--- src/rtl/irq_seq_pkg.sv ---
`timescale 1ns/1ps
package irq_seq_pkg;

    typedef enum logic [1:0] {
        ST_IDLE   = 2'd0,
        ST_ENTRY  = 2'd1,
        ST_RETURN = 2'd2
    } seq_state_e;

    // Fixed cycle budget of the entry and return walks.
    localparam int ENTRY_CYCLES = 8;
    localparam int RET_CYCLES   = 4;
    localparam int STACK_BYTES  = 3;

endpackage

--- src/rtl/irq_seq_latch.sv ---
`timescale 1ns/1ps
module irq_seq_latch #(
    parameter int NUM_SRC = 4
) (
    input  logic               clk,
    input  logic               rst_n,
    input  logic [NUM_SRC-1:0] irq_i,
    input  logic [NUM_SRC-1:0] clr_i,
    input  logic [NUM_SRC-1:0] ack_i,
    output logic [NUM_SRC-1:0] pend_o
);

    logic [NUM_SRC-1:0] pend_d;
    logic [NUM_SRC-1:0] pend_q;

    // A new request wins over a clear in the same cycle so none is lost.
    always_comb begin
        pend_d = (pend_q & ~clr_i & ~ack_i) | irq_i;
    end

    always_ff @(posedge clk) begin
        if (!rst_n) begin
            pend_q <= '0;
        end else begin
            pend_q <= pend_d;
        end
    end

    assign pend_o = pend_q;

endmodule

--- src/rtl/irq_seq_prio.sv ---
`timescale 1ns/1ps
module irq_seq_prio #(
    parameter int NUM_SRC = 4,
    parameter int SRC_W   = 2
) (
    input  logic [NUM_SRC-1:0] pend_i,
    input  logic               imf_i,
    input  logic               nmi_blk_i,
    output logic               vld_o,
    output logic [SRC_W-1:0]   idx_o
);

    logic [NUM_SRC-1:0] elig;

    // Source 0 ignores the master enable but honours its own in-service block.
    for (genvar g = 0; g < NUM_SRC; g++) begin : g_elig
        if (g == 0) begin : g_nmi
            assign elig[g] = pend_i[g] & ~nmi_blk_i;
        end else begin : g_mask
            assign elig[g] = pend_i[g] & imf_i;
        end
    end

    // Scan from the top so that the lowest eligible index is left standing.
    always_comb begin
        vld_o = |elig;
        idx_o = '0;
        for (int i = NUM_SRC - 1; i >= 0; i--) begin
            if (elig[i]) begin
                idx_o = SRC_W'(i);
            end
        end
    end

endmodule

--- src/rtl/irq_seq.sv ---
`timescale 1ns/1ps
module irq_seq
    import irq_seq_pkg::*;
#(
    parameter int NUM_SRC = 4,
    parameter int BYTE_W  = 8,
    parameter int SP_W    = 8,
    parameter int IMF_BIT = 7
) (
    input  logic                      clk,
    input  logic                      rst_n,
    input  logic [NUM_SRC-1:0]        irq_i,
    input  logic [NUM_SRC-1:0]        clr_i,
    input  logic                      insn_done_i,
    input  logic                      reti_i,
    input  logic                      retn_i,
    input  logic                      imf_wr_i,
    input  logic                      imf_val_i,
    input  logic [2*BYTE_W-1:0]       pc_i,
    input  logic [BYTE_W-1:0]         psw_i,
    input  logic [SP_W-1:0]           sp_i,
    input  logic [NUM_SRC*2*BYTE_W-1:0] vec_i,
    input  logic [BYTE_W-1:0]         mem_rdata_i,
    output logic                      busy_o,
    output logic                      imf_o,
    output logic                      mem_we_o,
    output logic                      mem_re_o,
    output logic [SP_W-1:0]           mem_addr_o,
    output logic [BYTE_W-1:0]         mem_wdata_o,
    output logic                      pc_ld_o,
    output logic [2*BYTE_W-1:0]       pc_val_o,
    output logic                      psw_ld_o,
    output logic [BYTE_W-1:0]         psw_val_o,
    output logic                      sp_ld_o,
    output logic [SP_W-1:0]           sp_val_o
);

    localparam int PC_W  = 2 * BYTE_W;
    localparam int SRC_W = (NUM_SRC > 1) ? $clog2(NUM_SRC) : 1;
    localparam int CNT_W = $clog2(ENTRY_CYCLES);

    localparam logic [CNT_W-1:0] CNT_PUSHES   = CNT_W'(STACK_BYTES);
    localparam logic [CNT_W-1:0] CNT_ENT_LAST = CNT_W'(ENTRY_CYCLES - 1);
    localparam logic [CNT_W-1:0] CNT_RET_LAST = CNT_W'(RET_CYCLES - 1);
    localparam logic [CNT_W-1:0] CNT_LO_RDY   = CNT_W'(1);
    localparam logic [CNT_W-1:0] CNT_HI_RDY   = CNT_W'(2);
    localparam logic [SRC_W-1:0] NMI_IDX      = '0;

    typedef struct packed {
        seq_state_e        st;
        logic [CNT_W-1:0]  cnt;
        logic              imf;
        logic              nmi_act;
        logic              ret_nmi;
        logic [SRC_W-1:0]  src;
        logic [PC_W-1:0]   pc;
        logic [BYTE_W-1:0] psw;
        logic [SP_W-1:0]   wp;
    } seq_t;

    seq_t seq_d;
    seq_t seq_q;

    logic [NUM_SRC-1:0] pend;
    logic [NUM_SRC-1:0] ack_vec;
    logic               pick_vld;
    logic [SRC_W-1:0]   pick_idx;
    logic               ret_go;
    logic               acc_go;

    irq_seq_latch #(
        .NUM_SRC (NUM_SRC)
    ) u_latch (
        .clk    (clk),
        .rst_n  (rst_n),
        .irq_i  (irq_i),
        .clr_i  (clr_i),
        .ack_i  (ack_vec),
        .pend_o (pend)
    );

    irq_seq_prio #(
        .NUM_SRC (NUM_SRC),
        .SRC_W   (SRC_W)
    ) u_prio (
        .pend_i    (pend),
        .imf_i     (seq_q.imf),
        .nmi_blk_i (seq_q.nmi_act),
        .vld_o     (pick_vld),
        .idx_o     (pick_idx)
    );

    // Next-state computation for the whole sequencer.
    always_comb begin
        seq_d   = seq_q;
        ret_go  = 1'b0;
        acc_go  = 1'b0;
        ack_vec = '0;
        case (seq_q.st)
            ST_IDLE: begin
                ret_go = reti_i | retn_i;
                acc_go = !ret_go && insn_done_i && pick_vld;
                if (ret_go) begin
                    seq_d.st      = ST_RETURN;
                    seq_d.cnt     = '0;
                    seq_d.wp      = sp_i;
                    seq_d.ret_nmi = retn_i;
                end else if (acc_go) begin
                    ack_vec[pick_idx]    = 1'b1;
                    seq_d.st             = ST_ENTRY;
                    seq_d.cnt            = '0;
                    seq_d.imf            = 1'b0;
                    seq_d.src            = pick_idx;
                    seq_d.pc             = pc_i;
                    seq_d.psw            = psw_i;
                    seq_d.psw[IMF_BIT]   = seq_q.imf;
                    seq_d.wp             = sp_i;
                    if (pick_idx == NMI_IDX) begin
                        seq_d.nmi_act = 1'b1;
                    end
                end else if (imf_wr_i) begin
                    seq_d.imf = imf_val_i;
                end
            end
            ST_ENTRY: begin
                seq_d.cnt = seq_q.cnt + 1'b1;
                if (seq_q.cnt < CNT_PUSHES) begin
                    seq_d.wp = seq_q.wp - 1'b1;
                end
                if (seq_q.cnt == CNT_ENT_LAST) begin
                    seq_d.st  = ST_IDLE;
                    seq_d.cnt = '0;
                end
            end
            ST_RETURN: begin
                seq_d.cnt = seq_q.cnt + 1'b1;
                if (seq_q.cnt < CNT_PUSHES) begin
                    seq_d.wp = seq_q.wp + 1'b1;
                end
                if (seq_q.cnt == CNT_LO_RDY) begin
                    seq_d.pc[BYTE_W-1:0] = mem_rdata_i;
                end
                if (seq_q.cnt == CNT_HI_RDY) begin
                    seq_d.pc[PC_W-1:BYTE_W] = mem_rdata_i;
                end
                if (seq_q.cnt == CNT_RET_LAST) begin
                    seq_d.st  = ST_IDLE;
                    seq_d.cnt = '0;
                    seq_d.imf = mem_rdata_i[IMF_BIT];
                    if (seq_q.ret_nmi) begin
                        seq_d.nmi_act = 1'b0;
                    end
                end
            end
            default: begin
                seq_d.st  = ST_IDLE;
                seq_d.cnt = '0;
            end
        endcase
    end

    always_ff @(posedge clk) begin
        if (!rst_n) begin
            seq_q <= '0;
        end else begin
            seq_q <= seq_d;
        end
    end

    // Output decode from registered state only.
    always_comb begin
        mem_we_o    = 1'b0;
        mem_re_o    = 1'b0;
        mem_addr_o  = seq_q.wp;
        mem_wdata_o = '0;
        pc_ld_o     = 1'b0;
        pc_val_o    = seq_q.pc;
        psw_ld_o    = 1'b0;
        psw_val_o   = mem_rdata_i;
        sp_ld_o     = 1'b0;
        sp_val_o    = seq_q.wp;
        case (seq_q.st)
            ST_ENTRY: begin
                if (seq_q.cnt < CNT_PUSHES) begin
                    mem_we_o = 1'b1;
                    case (seq_q.cnt)
                        CNT_W'(0): mem_wdata_o = seq_q.psw;
                        CNT_W'(1): mem_wdata_o = seq_q.pc[PC_W-1:BYTE_W];
                        default:   mem_wdata_o = seq_q.pc[BYTE_W-1:0];
                    endcase
                end
                if (seq_q.cnt == CNT_ENT_LAST) begin
                    pc_ld_o  = 1'b1;
                    pc_val_o = vec_i[seq_q.src*PC_W +: PC_W];
                    sp_ld_o  = 1'b1;
                end
            end
            ST_RETURN: begin
                if (seq_q.cnt < CNT_PUSHES) begin
                    mem_re_o   = 1'b1;
                    mem_addr_o = seq_q.wp + 1'b1;
                end
                if (seq_q.cnt == CNT_RET_LAST) begin
                    pc_ld_o  = 1'b1;
                    psw_ld_o = 1'b1;
                    sp_ld_o  = 1'b1;
                end
            end
            default: begin
                mem_we_o = 1'b0;
            end
        endcase
    end

    assign busy_o = (seq_q.st != ST_IDLE);
    assign imf_o  = seq_q.imf;

endmodule

--- config.mk ---
export PLATFORM = sky130hd
export DESIGN_NAME = irq_seq
export DESIGN_NICKNAME = d
export VERILOG_FILES = /design/src/rtl/irq_seq_pkg.sv /design/src/rtl/irq_seq_latch.sv /design/src/rtl/irq_seq_prio.sv /design/src/rtl/irq_seq.sv
export SDC_FILE = /design/constraint.sdc
export NUM_CORES = 1
export LEC_CHECK = 0
export CORE_MARGIN = 2
export CORE_UTILIZATION = 50
export DETAILED_ROUTE_END_ITERATION = 10
export DONT_BUFFER_PORTS = 1
export PLACE_DENSITY = 0.68
export SLEW_MARGIN = 20
export SYNTH_ARGS = -nofsm -noshare
export SYNTH_HDL_FRONTEND = slang
export SYNTH_HIERARCHICAL = 1
export SYNTH_SLANG_ARGS = --single-unit
export TNS_END_PERCENT = 30
--- constraint.sdc ---
create_clock -name clk -period 2.2 [get_ports clk]
set_clock_uncertainty 0.05 [all_clocks]
set_input_delay 0.44 -clock clk [delete_from_list [all_inputs] [get_ports clk]]
set_output_delay 0.44 -clock clk [all_outputs]
set_load 0.03 [all_outputs]
==> results.cfg <==
[run_status]
status = finished with violations
violations = setup timing

[placed_design]
gpl.final_weighted_congestion = 0.882
place_inst = 533
dp_worst_setup_slack_ps = 65.4
dp_hpwl_um = 7890
port_buffers = 0

[finish]
fin_nets = 584
seq_area_um2 = 937
antennaDiodeCount = 0
multi_input_area_um2 = 2730
fillCellCount = 579
drive_gt1_frac = 0.386
layout.cells.non_filler = 552
final_util = 0.633
area_growth_pct = 23.1

[power]
totalPowerFinal_w = 0.00272
peakVddDrop_mv = 0.363
clockPowerShare = 0.230
comb_power_share = 0.394
power_switching_w = 0.00101
internal_power_w = 0.00172
seqPwrFrac = 0.376
leakage_nw = 1.93
p_per_area_nw_per_um2 = 593
swShare = 0.369

[die]
start_util = 0.515
floorplan.rows = 31
io_pins = 174
coreArea_um2 = 7250
die_w_um = 90.4
die_area_um2 = 8170
die_y_um = 90.4

[timing]
rsz0062_at_grt = true
finalSetupViolCount = 19
fmax_ghz = 0.449
slew_viol_final = 0
holdWs_ps = 208
final_hold_viol_count = 0
relSlewSlack = 0.663
fin_crit_ps = 2230
worst_pin_slew_ps = 504
final.period_utilization = 1.01
final.setup.worst_slack_ps = -27.4

[setup_path]
cp.arrival_ps = 1740
r2r_slack_ps = 170
r2r_cells = 8
slowest_stage = dfxtp_4
setup.worst_path.class = flip-flop to output port
r2r-start = u_latch/pend_o[2]
r2r-end = seq_q[37]
startpoint_type = flip-flop
required_ps = 1710
worst-path-buf-inv = 2
cp_common_cell = ha_2
max_stage_delay_ps = 400
path_cells = ha_2 -> ha_2 -> nand2_4 -> buf_16 -> a21boi_4 -> buf_4
path_max_fanout = 8
cp-end-kind = output port
path_delay_family = adder cells

[synth]
syn-num-nets = 557
yosysTopAreaCellShare = 0.247
synth_cells = 425
synth_most_common_cell = nand2_1
synth.distinct_cells = 59
yosysWarnings = 6
syn_area_um2 = 3730
yosysSeqAreaShare = 0.247
post-synth-top-area-cell = dfxtp_1
synth-async-reset-ratio = 0
synthTopCellsByCount = nand2_1 (66), dfxtp_1 (46), a22oi_1 (31)
synth-edff-count = 0
synth_seq_cells = 46
synth.area.top_cells = dfxtp_1 (25%), mux4_2 (9.7%), nand2_1 (6.6%)
synth_ff_type = dfxtp_1
synth_area_per_cell_um2 = 8.78

[flow_run]
max_cap_violations = 0

[global_routing]
grt_first_pass_wirelength_um = 16800
grt_pass1_vias = 3283
grt_usage = 0.254
grt_antenna_before_repair = 0
use_met2 = 0.412
grt-busiest-layer = met2
grt_max_degree = 49
grt_use_met1 = 0.346
grt-ovfl-total = 0
met3_usage = 0.0584

[clock_network]
cts_sinks = 46
holdBufCountCts = 0
clk_pin_slew_ps = 80
cts_inserted_buffers = 5
cts_tree = yes
clock_latency_ps = 300
clockBufferDepth = 2
root_buffer = clkbuf_8
cts-htree-levels = 2

[min_path]
hp-class = input pin to flip-flop
min_path_cells = 1
hp-start = rst_n
holdPathEnd = u_latch/pend_o[2]

[route]
drt-wirelength-per-cell_um = 19.4
vias = 3337
drc = 0
antenna_left = 0
wl_um = 10700
drtPass1Iterations = 4
drt_iter0_drc = 135
via_per_inst = 6.05
## per-stage QoR
step / cell area [µm²] / setup TNS [ps]
floorplan: 3790 / -260
global placement: 4090 / 0
detailed placement: 4090 / 0
CTS: 4430 / -177
global route: 4590 / -2080
finish: 4590 / -303
## cells in the final DEF, fill, tap and decap left out, types with 7 or more instances in the layout
cell type / instances
buf_4: 46
a22oi_1: 25
nor2b_1: 9
o21ai_0: 11
a21oi_2: 10
inv_1: 11
a21boi_0: 12
nor2_1: 13
o211a_1: 16
nand2_1: 57
ha_2: 7
a21oi_1: 12
mux4_2: 16
dfxtp_1: 39
buf_6: 13
mux2_4: 16
nand2_2: 8
## sequential cells by signal (all words and copies together) (netlist names)
register and cells:
imf_o 1, sp_val_o 8, u_latch/pend_o 4, seq_q 33
## layer usage
| layer | vias up | part of all wire |
|---|---|---|
| met2 | 132 | 0.49 |
| met4 | 0 | 0.0087 |
| met5 | - | 0 |
| met1 | 1603 | 0.42 |
| met3 | 8 | 0.080 |
| li1 | 1594 | - |
## how the worst max path moves through the flow
| stage | to | depth (start not counted) | startpoint | slack [ps] |
|---|---|---|---|---|
| after floorplan | mem_addr_o[5] | 7 | seq_q[40] | -30 |
| after global placement | sp_val_o[6] | 8 | u_latch/pend_o[2] | 100 |
| after detailed placement | sp_val_o[6] | 8 | u_latch/pend_o[2] | 70 |
| after CTS | mem_wdata_o[4] | 7 | seq_q[38] | -20 |
| after global routing | mem_wdata_o[2] | 7 | seq_q[37] | -110 |
| final | pc_ld_o | 6 | seq_q[37] | -30 |
## timing repair
action	4_1_cts	5_1_grt
gates cloned	1	1
setup endpoints to repair	35	46
gates resized for setup	56	34
pin swaps	6	17
buffers inserted	3	6
## cell type report
type	instances	area share
well taps	99	0.0270
clock inverters	1	0.00654
repair buffers	66	0.138
inverters	15	0.0133
clock buffers	7	0.0166
flip-flops and latches	46	0.204
multi-input cells	318	0.594
## logic make-up after synthesis
group | share of synthesized area
XOR/XNOR | 0.0258
AND/OR/NAND/NOR | 0.185
adder cells (fa/ha/maj) | 0.0436
multiplexers | 0.153
AO/OA/AOI/OAI | 0.254
buffers and inverters | 0.0922
flip-flops | 0.247
## power groups by stage
stage / Sequential (W) / Combinational (W) / Clock, W
finish: 0.00102 / 0.00107 / 0.000628
global route: 0.00104 / 0.00115 / 0.000682
CTS: 0.00102 / 0.00104 / 0.000647
detailed placement: 0.00103 / 0.000975 / 0
global placement: 0.00103 / 0.000960 / 0
floorplan: 0.000997 / 0.000830 / 0
Power figures use the tool's default switching activity.
